===== src/rtl/win_reg_bridge.sv =====
module win_reg_bridge #(
  parameter int OFF_W = 25,
  parameter int AP_W = 20,
  parameter int WIN_SHIFT = 19,
  parameter int EN_BIT = 30,
  parameter int FORCE_REPROG = 0,
  parameter logic [19:0] SEL_ADDR = 20'h0310C
) (
  input  logic             clk,
  input  logic             rst_n,
  input  logic             win_en,
  input  logic             req_valid,
  output logic             req_ready,
  input  logic             req_write,
  input  logic [24:0]      req_addr,
  input  logic [31:0]      req_wdata,
  output logic             rsp_done,
  output logic [31:0]      rsp_rdata,
  output logic             win_err,
  output logic             ap_valid,
  input  logic             ap_ready,
  output logic             ap_write,
  output logic [19:0]      ap_addr,
  output logic [31:0]      ap_wdata,
  input  logic [31:0]      ap_rdata
);
  localparam int WIN_W = OFF_W - WIN_SHIFT;
  localparam logic [OFF_W-1:0] WIN_LIMIT = OFF_W'(1) << WIN_SHIFT;
  localparam logic [AP_W-1:0] WIN_BASE = AP_W'(1) << WIN_SHIFT;
  localparam logic [31:0] EN_MASK = 32'd1 << EN_BIT;

  typedef enum logic [2:0] {S_IDLE, S_WR_WIN, S_RD_WIN, S_CHECK, S_DATA, S_DONE} state_t;
  state_t state;

  logic [OFF_W-1:0] cur_addr;
  logic             cur_wr;
  logic [31:0]      cur_wdata;
  logic             direct_q;
  logic [WIN_W-1:0] cache_win;
  logic             cache_ok;
  logic [31:0]      rb_q;
  logic [31:0]      rdata_q;

  wire [WIN_W-1:0] req_win = req_addr[WIN_SHIFT +: WIN_W];
  wire [WIN_W-1:0] cur_win = cur_addr[WIN_SHIFT +: WIN_W];
  wire req_direct = !win_en || (req_addr < WIN_LIMIT);
  wire cache_hit = (FORCE_REPROG == 0) && cache_ok && (cache_win == req_win);
  wire [31:0] sel_val = EN_MASK | 32'(cur_win);
  wire [AP_W-1:0] data_addr = direct_q ? cur_addr[AP_W-1:0]
                                       : (WIN_BASE | AP_W'(cur_addr[WIN_SHIFT-1:0]));
  wire xfer = ap_valid && ap_ready;

  assign req_ready = (state == S_IDLE);
  assign ap_valid  = (state == S_WR_WIN) || (state == S_RD_WIN) || (state == S_DATA);
  assign ap_write  = (state == S_WR_WIN) || ((state == S_DATA) && cur_wr);
  assign ap_addr   = (state == S_DATA) ? data_addr : SEL_ADDR;
  assign ap_wdata  = (state == S_WR_WIN) ? sel_val : cur_wdata;
  assign win_err   = (state == S_CHECK) && (rb_q != sel_val);
  assign rsp_done  = (state == S_DONE);
  assign rsp_rdata = rdata_q;

  always_ff @(posedge clk or negedge rst_n) begin
    if (!rst_n) begin
      state     <= S_IDLE;
      cur_addr  <= '0;
      cur_wr    <= 1'b0;
      cur_wdata <= '0;
      direct_q  <= 1'b0;
      cache_win <= '0;
      cache_ok  <= 1'b0;
      rb_q      <= '0;
      rdata_q   <= '0;
    end else begin
      case (state)
        S_IDLE: if (req_valid) begin
          cur_addr  <= req_addr;
          cur_wr    <= req_write;
          cur_wdata <= req_wdata;
          direct_q  <= req_direct;
          state     <= (req_direct || cache_hit) ? S_DATA : S_WR_WIN;
        end
        S_WR_WIN: if (xfer) begin
          cache_win <= cur_win;
          cache_ok  <= 1'b1;
          state     <= S_RD_WIN;
        end
        S_RD_WIN: if (xfer) begin
          rb_q  <= ap_rdata;
          state <= S_CHECK;
        end
        S_CHECK: state <= S_DATA;
        S_DATA: if (xfer) begin
          if (!cur_wr) rdata_q <= ap_rdata;
          state <= S_DONE;
        end
        default: state <= S_IDLE;
      endcase
    end
  end
endmodule


===== config.mk =====
export PLATFORM = sky130hd
export DESIGN_NAME = win_reg_bridge
export DESIGN_NICKNAME = d
export VERILOG_FILES = /design/src/rtl/win_reg_bridge.sv
export SDC_FILE = /design/constraint.sdc
export NUM_CORES = 1
export LEC_CHECK = 0
export ABC_AREA = 1
export BUFFER_PORTS_ARGS = -buffer_cell sky130_fd_sc_hd__buf_2
export CAP_MARGIN = 25
export CELL_PAD_IN_SITES_DETAIL_PLACEMENT = 0
export CELL_PAD_IN_SITES_GLOBAL_PLACEMENT = 1
export CORE_MARGIN = 2
export CORE_UTILIZATION = 40
export DETAILED_ROUTE_END_ITERATION = 10
export PLACE_DENSITY_LB_ADDON = 0.05
export SETUP_SLACK_MARGIN = 0.5
export SKIP_LAST_GASP = 1
export SLEW_MARGIN = 25
export SYNTH_ARGS = -nofsm -noshare
export SYNTH_HDL_FRONTEND = slang
export SYNTH_SLANG_ARGS = --single-unit

===== constraint.sdc =====
create_clock -name clk -period 2.3 [get_ports clk]
set_input_delay 0.345 -clock clk [delete_from_list [all_inputs] [get_ports clk]]
set_output_delay 0.345 -clock clk [all_outputs]
set_load 0.005 [all_outputs]

Yosys cells after proc, flatten, opt, wreduce, memory -nomap -nowiden
Index checks and enable logic that the tools add are counted.

word-level totals
  logic and storage cells = 47
  output and inout bits = 89
  register bits after elaboration = 133
  bits of input ports = 95

cells by class
  $lt $le $gt $ge = 1
  muxes and demuxes = 9
  eq/ne operators = 11
  reductions and logical operators = 16
  bitwise logic cells = 1

operator list
  cell                                                   count
  two-way mux 20 bit                                     2
  two-way mux 32 bit                                     1
  inequality test 32 x 31 -> 1 bit                       1
  < comparator 25 x 20 -> 1 bit (second input constant)  1
  two-way mux 3 bit                                      5
  case mux 3 bit (5 select lines)                        1
  inequality test 2 bit (second input constant)          4
  == test 3 x 2 -> 1 bit (second input constant)         2
  == test 3 bit (second input constant)                  2
  == test 6 bit                                          1
  AND reduction 2 bit                                    3
  logical OR 1 bit                                       5
  logical AND 1 bit                                      4
  AND reduction 4 bit                                    1
  == test 3 x 1 -> 1 bit (second input constant)         1
  logical NOT 3 bit                                      1
  AND reduction 3 bit                                    1
  logical NOT 1 bit                                      1
  inverter 1 bit                                         1

Logic depth before layout (Yosys ltp)
Gate-level depths: netlist (run 1).

  depth in word-level cells = 6
  mapped depth = 11
  gate-level depth less buffers = 11

Worst setup path after synthesis (run 1)
OpenSTA, ideal clock, no wires.

  path kind = register -> output
  start point = reg state[0]
  end point = out ap_addr[12]
  data required time = 1.955 ns
  stages on the path, launching flop included = 7
  buffers on the path = 1
  data arrival time = 1.179 ns
  slack = 0.776 ns
  cells stage by stage = dfrtp_1 inv_1 nand2_2 nor2_4 inv_2 buf_2 or2_1

between the ends
  cells in the longest elaborated chain, start to end = 2

ends and longest elaborated chain
  element                 RTL line  text
  start, declared         33        state_t state;
  start signal, assigned  80        state <= (req_direct || cache_hit) ? S_DATA : S_WR_WIN;
  == test 3 bit           56        assign ap_addr = (state == S_DATA) ? data_addr : SEL_ADDR;
  two-way mux 20 bit      56
  end, declared           23        output logic [19:0] ap_addr,

Every way passes these cells.

Final worst setup path (run 1)
  start point = reg state[2]
  end point = out ap_valid

between the ends
  cells in the longest elaborated chain, start to end = 3
  elaborated cells on any way between the ends = 5
  those cells by class = 3 x eq/ne; 2 x reduce/logical

ends and longest elaborated chain
  element                                                                  RTL line  text
  == test 3 x 1 -> 1 bit / == test 3 x 2 -> 1 bit (equally long branches)  54        assign ap_valid = (state == S_WR_WIN) || (state == S_RD_WIN) || (state == S_DATA);
  logical OR 1 bit                                                         54
  logical OR 1 bit *                                                       54
  end, declared                                                            20        output logic ap_valid,

Mark *: on every way between the ends. The rest lies on a longest branch, timed or not.

==> results.yml, run 1 <==
outcome:
  status: "finished clean"
floorplan:
  die_w_microns: 125
  die_area_sq_um: 15500
  initial_core_util_pct: 40.5
  die_h_microns: 125
  io_pins: 184
  rows: 44
  core_area_sq_um: 14400
placed_design:
  numPortBuffers: 183
  globalplace.congestion: 0.788
  hpwl_microns: 10100
pwr:
  seq_power_share_pct: 33.8
  p_leak_nw: 4.34
  power.switching_mw: 4.33
  internal-power_mw: 7.52
  comb_power_share_pct: 43.6
  switching_share_pct: 36.5
  p_clk_share_pct: 22.5
  ir_worst_vdd_uv: 709
  p_per_area_nw_per_um2: 1480
worst_setup_path:
  r2r.worst_path.cells: 7
  cp.required_ns: 1.96
  r2r_end: "cur_addr[8]"
  cpLargestDelayFamily: "simple AND/OR/NAND/NOR gates"
  cp_num_buf_inv: 2
  r2r_slack_ns: 0.56
  path_class: "register to output pin"
  cp-startpoint: "state[2]"
  crit_chain: "nor2_4 > nand2_8 > nand2_2 > inv_1 > nand2_2 > buf_6"
  critPathCapture: "ap_valid"
  arrival_ns: 1.63
  crit_fanout: 9
  slowest_stage: "dfrtp_2"
  slowest_delay_ns: 0.45
  r2r-start: "state[1]"
  critPathLaunchType: "register"
  cp-end-kind: "output pin"
  crit_top_cell: "nand2_2"
  timing.critical_path.depth: 6
cells_and_area:
  fin_nets: 969
  fillers: 1356
  areaGrowthSynthToFinish_pct: 37.5
  drive_gt1_share_pct: 35.1
  final_util_pct: 55.6
  antenna_cells: 0
  regArea_sq_um: 3330
  multi_input_area_sq_um: 2130
global_route:
  grt_pass1_wl_microns: 23800
  antenna_found_initial: 0
  grt_pass1_vias: 4877
  track_usage_pct: 19.4
  grt_max_degree: 65
  gr-total-overflow: 0
yosys:
  synth_top_area_share_pct: 57.2
  yosysSeqAreaShare_pct: 57.2
  ys_warn_count: 0
  synth_nets: 761
  syn_area_sq_um: 5810
  synth_top_cell_by_area: "dfrtp_1"
  syn_avg_cell_area_sq_um: 8.73
  synth_area_leaders: "dfrtp_1 (57%), nand2_1 (8.3%), nor2_1 (6.8%)"
  ys_types: 28
  ys_seq_elements: 133
  postSynthCellCount: 666
sta:
  slew-limit-headroom_pct: 65.7
  fmax_mhz: 506
  final.period_utilization_pct: 85.9
  fin_crit_ns: 1.97
  drv_slew: 0
  tightest_slew_ns: 0.514
  fin_worst_skew_ns: 0.00460
  rsz0062_at_grt: "yes"
  setup_violations: 0
  hold_viol: 0
  setup_tns_ns: 0
clock_tree:
  cts_root_buf: "clkbuf_16"
  cts_buffers: 17
  htree_levels: 4
  clkSinkCount: 133
  clockBufferDepth: 2
  clk_pin_slew_ns: 0.05
  cts_tree: "yes"
  clkLatencyLatePin_ns: 0.42
hold_path:
  hold_depth: 2
  hold_path_class: "input port to register"
routing:
  ant_nets: 0
  drc: 0
  drt-initial-drc-count: 210
  drt_first_pass_iters: 4
  vias_per_cell: 4.62
  wl_microns: 15200
  num_vias: 4945
  wl_per_cell_microns: 14.2
job:
  maxCapViolations: 0
==> worst reg2reg max path, stage by stage, from the launching register on <==
cell and delay (ns):
dfrtp_2 0.45, inv_2 0.09, nand2_4 0.06, buf_4 0.15
nor2_4 0.20, nand2_8 0.15, buf_16 0.20, mux2_4 0.31
==> stage by stage <==
| step | cell area, sq um | hold WS (ns) | std cells | power, mW | worst slack, ns |
|---|---|---|---|---|---|
| floorplan | 5810 | 0.0494 | 666 | 6.50 | 0.776 |
| global placement | 6860 | 0.325 | 1012 | 7.96 | 0.495 |
| detailed placement | 6860 | 0.324 | 1012 | 8.07 | 0.417 |
| CTS | 7680 | 0.140 | 1061 | 11.3 | 0.324 |
| global route | 7990 | 0.146 | 1071 | 12.8 | 0.211 |
| finish | 7990 | 0.159 | 1071 | 11.8 | 0.325 |
==> synthesized netlist by cell type, drive strengths merged <==
library cell,instances
nand2,133
a21oi,43
clkbuf,6
nor3,1
xor2,1
nand3,4
o21ai,86
buf,23
nand4,2
inv,101
and2,1
or2,6
dfrtp,133
o211ai,1
o22ai,3
nor2,109
mux2,13
==> sequential cells by signal (all words and copies together) (netlist names) <==
| name | flops |
|---|---|
| cur_wdata | 32 |
| rb_q | 32 |
| direct_q | 1 |
| cur_addr | 25 |
| cache_ok | 1 |
| rsp_rdata | 32 |
| cur_wr | 1 |
| state | 3 |
| cache_win | 6 |
==> layer usage <==
layer	GRT usage, %	wire (microns)	share of wire [%]	vias to the layer above
li1	-	-	-	2481
met1	24.5	6620	44	2309
met2	32.1	7440	49	132
met3	5.50	823	5.4	23
met4	6.87	300	2.0	0
met5	0	0	0	-
==> power by group through the flow <==
stage                     registers [mW]  logic (mW)  clock network [mW]
after detailed placement            4.02        4.05                   0
after floorplan                     3.92        2.58                   0
after CTS                           3.99        4.61                2.72
after global placement              3.98        3.98                   0
after global routing                4.14        5.80                2.84
final                               4.01        5.17                2.67
==> cells in the final DEF, fill, tap and decap left out, types with 3 or more instances in the layout <==
| cell | netlist | layout |
|---|---|---|
| inv_1 | 97 | 95 |
| o22ai_1 | 3 | 3 |
| clkinv_2 | 0 | 5 |
| o21ai_1 | 25 | 25 |
| mux2_4 | 13 | 13 |
| nor2_2 | 1 | 10 |
| clkbuf_8 | 0 | 4 |
| nor2_1 | 106 | 91 |
| nand2_2 | 1 | 8 |
| or2_1 | 4 | 4 |
| nand3_1 | 3 | 3 |
| clkbuf_16 | 0 | 18 |
| nor2_4 | 2 | 8 |
| buf_6 | 8 | 17 |
| o21ai_2 | 1 | 6 |
| dfrtp_1 | 133 | 131 |
| nand2_8 | 0 | 4 |
| inv_2 | 4 | 4 |
| o21ai_0 | 60 | 54 |
| nand2_4 | 3 | 3 |
| nand2_1 | 129 | 120 |
| a21oi_1 | 43 | 42 |
| buf_4 | 0 | 15 |
| buf_2 | 15 | 176 |
==> timing repair <==
item	CTS	global route
setup buffers	13	6
setup endpoints to repair	62	98
hold buffers	1	0
gates cloned	3	4
pin swaps	3	6
endpoints found under the hold margin	46	0
gates resized for setup	38	50
==> how the worst min path moves through the flow <==
stage | slack, ns | from | endpoint
global route | 0.15 | req_addr[8] | cur_addr[8]
global placement | 0.33 | rst_n | cur_addr[21]
floorplan | 0.05 | rst_n | cache_ok
CTS | 0.14 | req_addr[2] | cur_addr[2]
detailed placement | 0.32 | rst_n | cur_addr[21]
finish | 0.16 | req_addr[2] | cur_addr[2]
==> layout make-up <==
type	count	share of cell area [%]
sequential	133	41.7
multi-input combinational	405	26.6
timing repair buffer	212	15.9
clock buffer	23	6.10
inverter	101	5.04
tap	184	2.88
clock inverter	9	1.25
timing repair inverter	4	0.563
==> kinds of logic after synthesis <==
kind of cell,after synthesis,share of synthesized area (%)
compound gates,133,11.6
xor+xnor,1,0.151
buf+inv,130,9.79
flops,133,57.2
mux,13,3.36
simple gates,256,17.8
Power figures use the tool's default switching activity.
==> run 2: changes to the inputs <==
CAP_MARGIN = not set   (was 25)
CORE_UTILIZATION = 28   (was 40)
==> run 2 against run 1 <==
- worst setup slack worse by 0.087 ns
- global-route usage down 4.6 points
- final cell count up 9.2%
- register-to-register slack worse by 0.11 ns
- clock power down 2%
- flip-flop and latch count unchanged
- first-iteration DRC count down 20%
- clock skew up 0.0081 ns
- sequential share of layout area down 2.1 points
- critical path type unchanged
- largest power group unchanged
==> results.yml, run 2 (synthesized netlist as in run 1, its figures left out) <==
outcome:
  status: "finished clean"
clock_tree:
  htree_levels: 4
  cts_tree: "yes"
  clkLatencyLatePin_ns: 0.42
  clk_pin_slew_ns: 0.06
  cts_buffers: 17
  clockBufferDepth: 2
  cts_root_buf: "clkbuf_16"
  clkSinkCount: 133
pwr:
  p_per_area_nw_per_um2: 1470
  ir_worst_vdd_uv: 616
  fin_total_pwr_mw: 12.4
  p_leak_nw: 4.47
placed_design:
  hpwl_microns: 10700
  numPortBuffers: 183
  globalplace.congestion: 0.813
  dp_slack_ns: 0.333
cells_and_area:
  antenna_cells: 0
  final_common_cell: "buf_2"
  fin_nets: 982
  areaGrowthSynthToFinish_pct: 44.9
  final_cell_mix: "buf_2 (180), dfrtp_1 (131), nand2_1 (123), inv_1 (93), nor2_1 (69)"
  drive_gt1_share_pct: 38.1
  final_util_pct: 41.5
sta:
  drv_slew: 0
  fin_crit_ns: 2.06
  fmax_mhz: 485
  setup_violations: 0
  rsz0062_at_grt: "yes"
  slew-limit-headroom_pct: 67.0
  fin_worst_skew_ns: 0.0127
  fin_ws_ns: 0.238
  tightest_slew_ns: 0.494
  final.period_utilization_pct: 89.6
  hold_viol: 0
  setup_tns_ns: 0
routing:
  drt-initial-drc-count: 169
  num_vias: 4989
  drt_first_pass_iters: 4
  drc: 0
  wl_per_cell_microns: 14.6
  wl_microns: 17000
  ant_nets: 0
  vias_per_cell: 4.26
worst_setup_path:
  slowest_stage: "dfrtp_2"
  cp_num_buf_inv: 4
  critPathLaunchType: "register"
  slowest_delay_ns: 0.43
  crit_top_cell: "nand2_1"
  crit_chain: "inv_2 > nand2_4 > nor2_4 > buf_4 > buf_6 > nand2_1 > nand2_1 > buf_2"
  cpLargestDelayFamily: "buffers and inverters"
  arrival_ns: 1.72
  cp.required_ns: 1.96
  timing.critical_path.depth: 8
  path_class: "register to output pin"
  cp-end-kind: "output pin"
  crit_fanout: 3
  r2r_slack_ns: 0.45
  r2r.worst_path.cells: 9
floorplan:
  initial_core_util_pct: 28.6
  die_h_microns: 148
  rows: 52
  die_w_microns: 148
  core_area_sq_um: 20300
  die_area_sq_um: 21900
  io_pins: 184
global_route:
  grt_pass1_wl_microns: 25300
  track_usage_pct: 14.8
  grt_pass1_vias: 4885
  grt_max_degree: 77
  antenna_found_initial: 1
  gr-total-overflow: 0
hold_path:
  hold_depth: 2
  hold_path_class: "input port to register"
job:
  maxCapViolations: 0
[run 2: cell count changes in the layout (fill, tap and decap cells not counted), sizes merged]
| cell | previous run | this run |
|---|---|---|
| buf | 210 | 222 |
| bufinv | 2 | 1 |
| clkinv | 6 | 5 |
| clkinvlp | 2 | 5 |
| inv | 104 | 106 |
| nand2 | 135 | 133 |
[run 2: routing by layer]
metal	global-route usage (%)	vias to the layer above	routed length [microns]
met3	4.79	19	916
met4	5.38	2	237
met5	0	-	16
met1	19.5	2316	7700
met2	23.0	145	8170
li1	-	2507	-
[run 2: through the flow]
step	std cells	area, sq um	hold slack [ns]
after floorplan	666	5810	0.0494
after global placement	1096	6980	0.333
after detailed placement	1096	6980	0.333
after CTS	1152	7880	0.141
after global routing	1170	8420	0.137
final	1170	8420	0.155
[run 2: worst paths after layout]
check,start,end
max,state[1],ap_write
max in group asynchronous,rst_n,state[2]
min,req_wdata[0],cur_wdata[0]
max reg2reg,state[1],cur_wdata[3]
min in group asynchronous,rst_n,cur_wdata[14]
min reg2reg,cache_ok,cache_ok
[run 2: report_power, final]
part	leakage [nW]	switching, mW	internal [mW]
clock network	0.261	1.08	1.53
logic	2.61	3.05	2.76
registers	1.60	0.534	3.44
total	4.47	4.66	7.73
[run 2: timing repair]
item                                   in CTS  in global routing
buffers inserted                           20                 12
cloned                                      3                  6
setup endpoints to repair                  62                111
hold buffers                                1                  0
pin swaps                                   4                  7
endpoints found under the hold margin      44                  0
resized for setup                          40                 81
[run 2: cell type report]
class	instances	area [sq um]
flip-flops and latches	133	3330
well taps	270	338
clock inverters	12	120
multi-input cells	403	2190
repair inverters	4	68.8
inverters	101	413
repair buffers	227	1520
fillers	2161	11900
clock buffers	20	447
==> run 3: changes to the inputs <==
CELL_PAD_IN_SITES_DETAIL_PLACEMENT = not set   (was 0)
CELL_PAD_IN_SITES_GLOBAL_PLACEMENT = not set   (was 1)
==> run 3 against run 2 <==
- sequential share of layout area is 0.62 points lower
- flip-flop and latch count unchanged
- worst setup slack improved by 0.037 ns
- maximum frequency up 1.8%
- sequential power rose by 1%
- clock skew fell by 0.0064 ns
- via count increased by 1.1%
- critical path depth fell by 1
- count of clock-buffer cells in the layout shrank 1
- first-iteration DRC count shrank 10%
- design area is 1.6% higher
- critical path type unchanged
- largest power group unchanged
==> results.yml, run 3 (synthesized netlist as in run 1, its figures left out) <==
global_route:
  grt_pass1_vias: 4934
  gr-total-overflow: 0
  grt_pass1_wl_microns: 25500
  antenna_found_initial: 1
  track_usage_pct: 14.9
  grt_max_degree: 65
sta:
  fmax_mhz: 494
  fin_crit_ns: 2.02
  tightest_slew_ns: 0.537
  fin_worst_skew_ns: 0.00634
  final.period_utilization_pct: 88.0
  hold_viol: 0
  setup_violations: 0
  setup_tns_ns: 0
  drv_slew: 0
  rsz0062_at_grt: "yes"
  slew-limit-headroom_pct: 64.2
worst_setup_path:
  path_class: "register to output pin"
  r2r-start: "state[0]"
  arrival_ns: 1.68
  critPathLaunchType: "register"
  crit_fanout: 5
  cp-end-kind: "output pin"
  cp-startpoint: "state[2]"
  cp.required_ns: 1.96
cells_and_area:
  fin_nets: 995
  final_common_cell: "buf_2"
  drive_gt1_share_pct: 40.1
  final_util_pct: 42.2
  antenna_cells: 0
  areaGrowthSynthToFinish_pct: 47.2
  final_cell_mix: "buf_2 (176), dfrtp_1 (131), nand2_1 (121), inv_1 (93), nor2_1 (65)"
hold_path:
  holdCritStartpoint: "req_wdata[0]"
  hold_path_class: "input port to register"
routing:
  wl_microns: 16700
  drt_first_pass_iters: 4
  ant_nets: 0
  route.met3.wl_microns: 801
  drt-initial-drc-count: 152
  wl_met1_microns: 7550
  vias_per_cell: 4.26
  num_vias: 5043
  met2WireLength_microns: 8140
  wl_per_cell_microns: 14.1
  drc: 0
  top_layer: "met4"
clock_tree:
  cts_root_buf: "clkbuf_16"
  cts_tree: "yes"
  clockBufferDepth: 2
  htree_levels: 4
  clkSinkCount: 133
  clkLatencyLatePin_ns: 0.42
  clk_pin_slew_ns: 0.06
  cts_buffers: 17
outcome:
  status: "finished clean"
placed_design:
  hpwl_microns: 10900
  numPortBuffers: 183
  globalplace.congestion: 0.844
floorplan:
  core_area_sq_um: 20300
  rows: 52
  initial_core_util_pct: 28.6
  die_w_microns: 148
  die_h_microns: 148
  die_area_sq_um: 21900
  io_pins: 184
pwr:
  internal-power_mw: 7.93
  p_leak_nw: 4.53
  p_clk_share_pct: 20.9
  ir_worst_vdd_uv: 594
  seq_power_share_pct: 31.8
  switching_share_pct: 37.1
  p_per_area_nw_per_um2: 1470
  comb_power_share_pct: 47.3
  power.switching_mw: 4.68
job:
  maxCapViolations: 0
run 3: changes by cell type in the layout (fill, tap and decap cells not counted), moves of 4 or more:
cell and delta:
nand2_4 +5, nor2_1 -4, buf_2 -4, buf_4 +6
nor2_4 -6, buf_6 +9, nor2_2 +10
run 3: critical path: stages, from the launching register on:
cell and delay, ns:
dfrtp_2 0.42, buf_6 0.15, inv_6 0.04, nor2_4 0.11, buf_12 0.14, clkinv_8 0.06
or2_4 0.23, buf_6 0.11
run 3: metal layers:
layer | vias up | track usage (%)
li1 | 2529 | -
met1 | 2360 | 19.1
met2 | 139 | 24.7
met3 | 15 | 3.68
met4 | 0 | 5.29
met5 | - | 0
run 3: timing repair:
item	in CTS	in global routing
hold buffers	1	0
endpoints found under the setup margin	60	97
cloned	5	5
buffers inserted	20	21
hold endpoints to repair	45	0
pin swaps	4	5
resized for setup	71	71
run 3: worst paths after layout:
kind | to | slack (ns) | cells past startpoint
worst max-delay path | ap_addr[2] | 0.28 | 7
worst min-delay path | cur_wdata[0] | 0.16 | 2
worst max register to register | cur_wdata[5] | 0.45 | 9
worst min register to register | cache_ok | 0.46 | 2
max in group asynchronous | state[1] | 1.19 | 3
min in group asynchronous | cur_wdata[13] | 0.45 | 2
run 3: per-stage QoR:
| step | setup WS [ns] | cells | hold WS [ns] | cell area [sq um] | power [mW] |
|---|---|---|---|---|---|
| floorplan | 0.776 | 666 | 0.0494 | 5810 | 6.50 |
| global placement | 0.516 | 1099 | 0.338 | 6980 | 8.07 |
| detailed placement | 0.456 | 1099 | 0.335 | 6980 | 8.16 |
| CTS | 0.293 | 1157 | 0.140 | 8000 | 11.8 |
| global route | 0.209 | 1183 | 0.142 | 8560 | 13.6 |
| finish | 0.275 | 1183 | 0.160 | 8560 | 12.6 |
run 3: area by class of cell:
cell class / instances / area, sq um
tap: 270 / 338
clock buffer: 19 / 453
multi-input combinational: 405 / 2230
timing repair inverter: 3 / 31.3
inverter: 101 / 404
timing repair buffer: 239 / 1640
clock inverter: 13 / 123
sequential: 133 / 3330
fill: 2113 / 11700
run 3: power by group through the flow:
stage                     Clock, mW  Sequential (mW)  Combinational, mW
final                          2.63             4.01               5.97
after global routing           2.84             4.16               6.63
after CTS                      2.72             3.99               5.12
after detailed placement          0             4.02               4.14
after global placement            0             4.00               4.08
after floorplan                   0             3.92               2.58
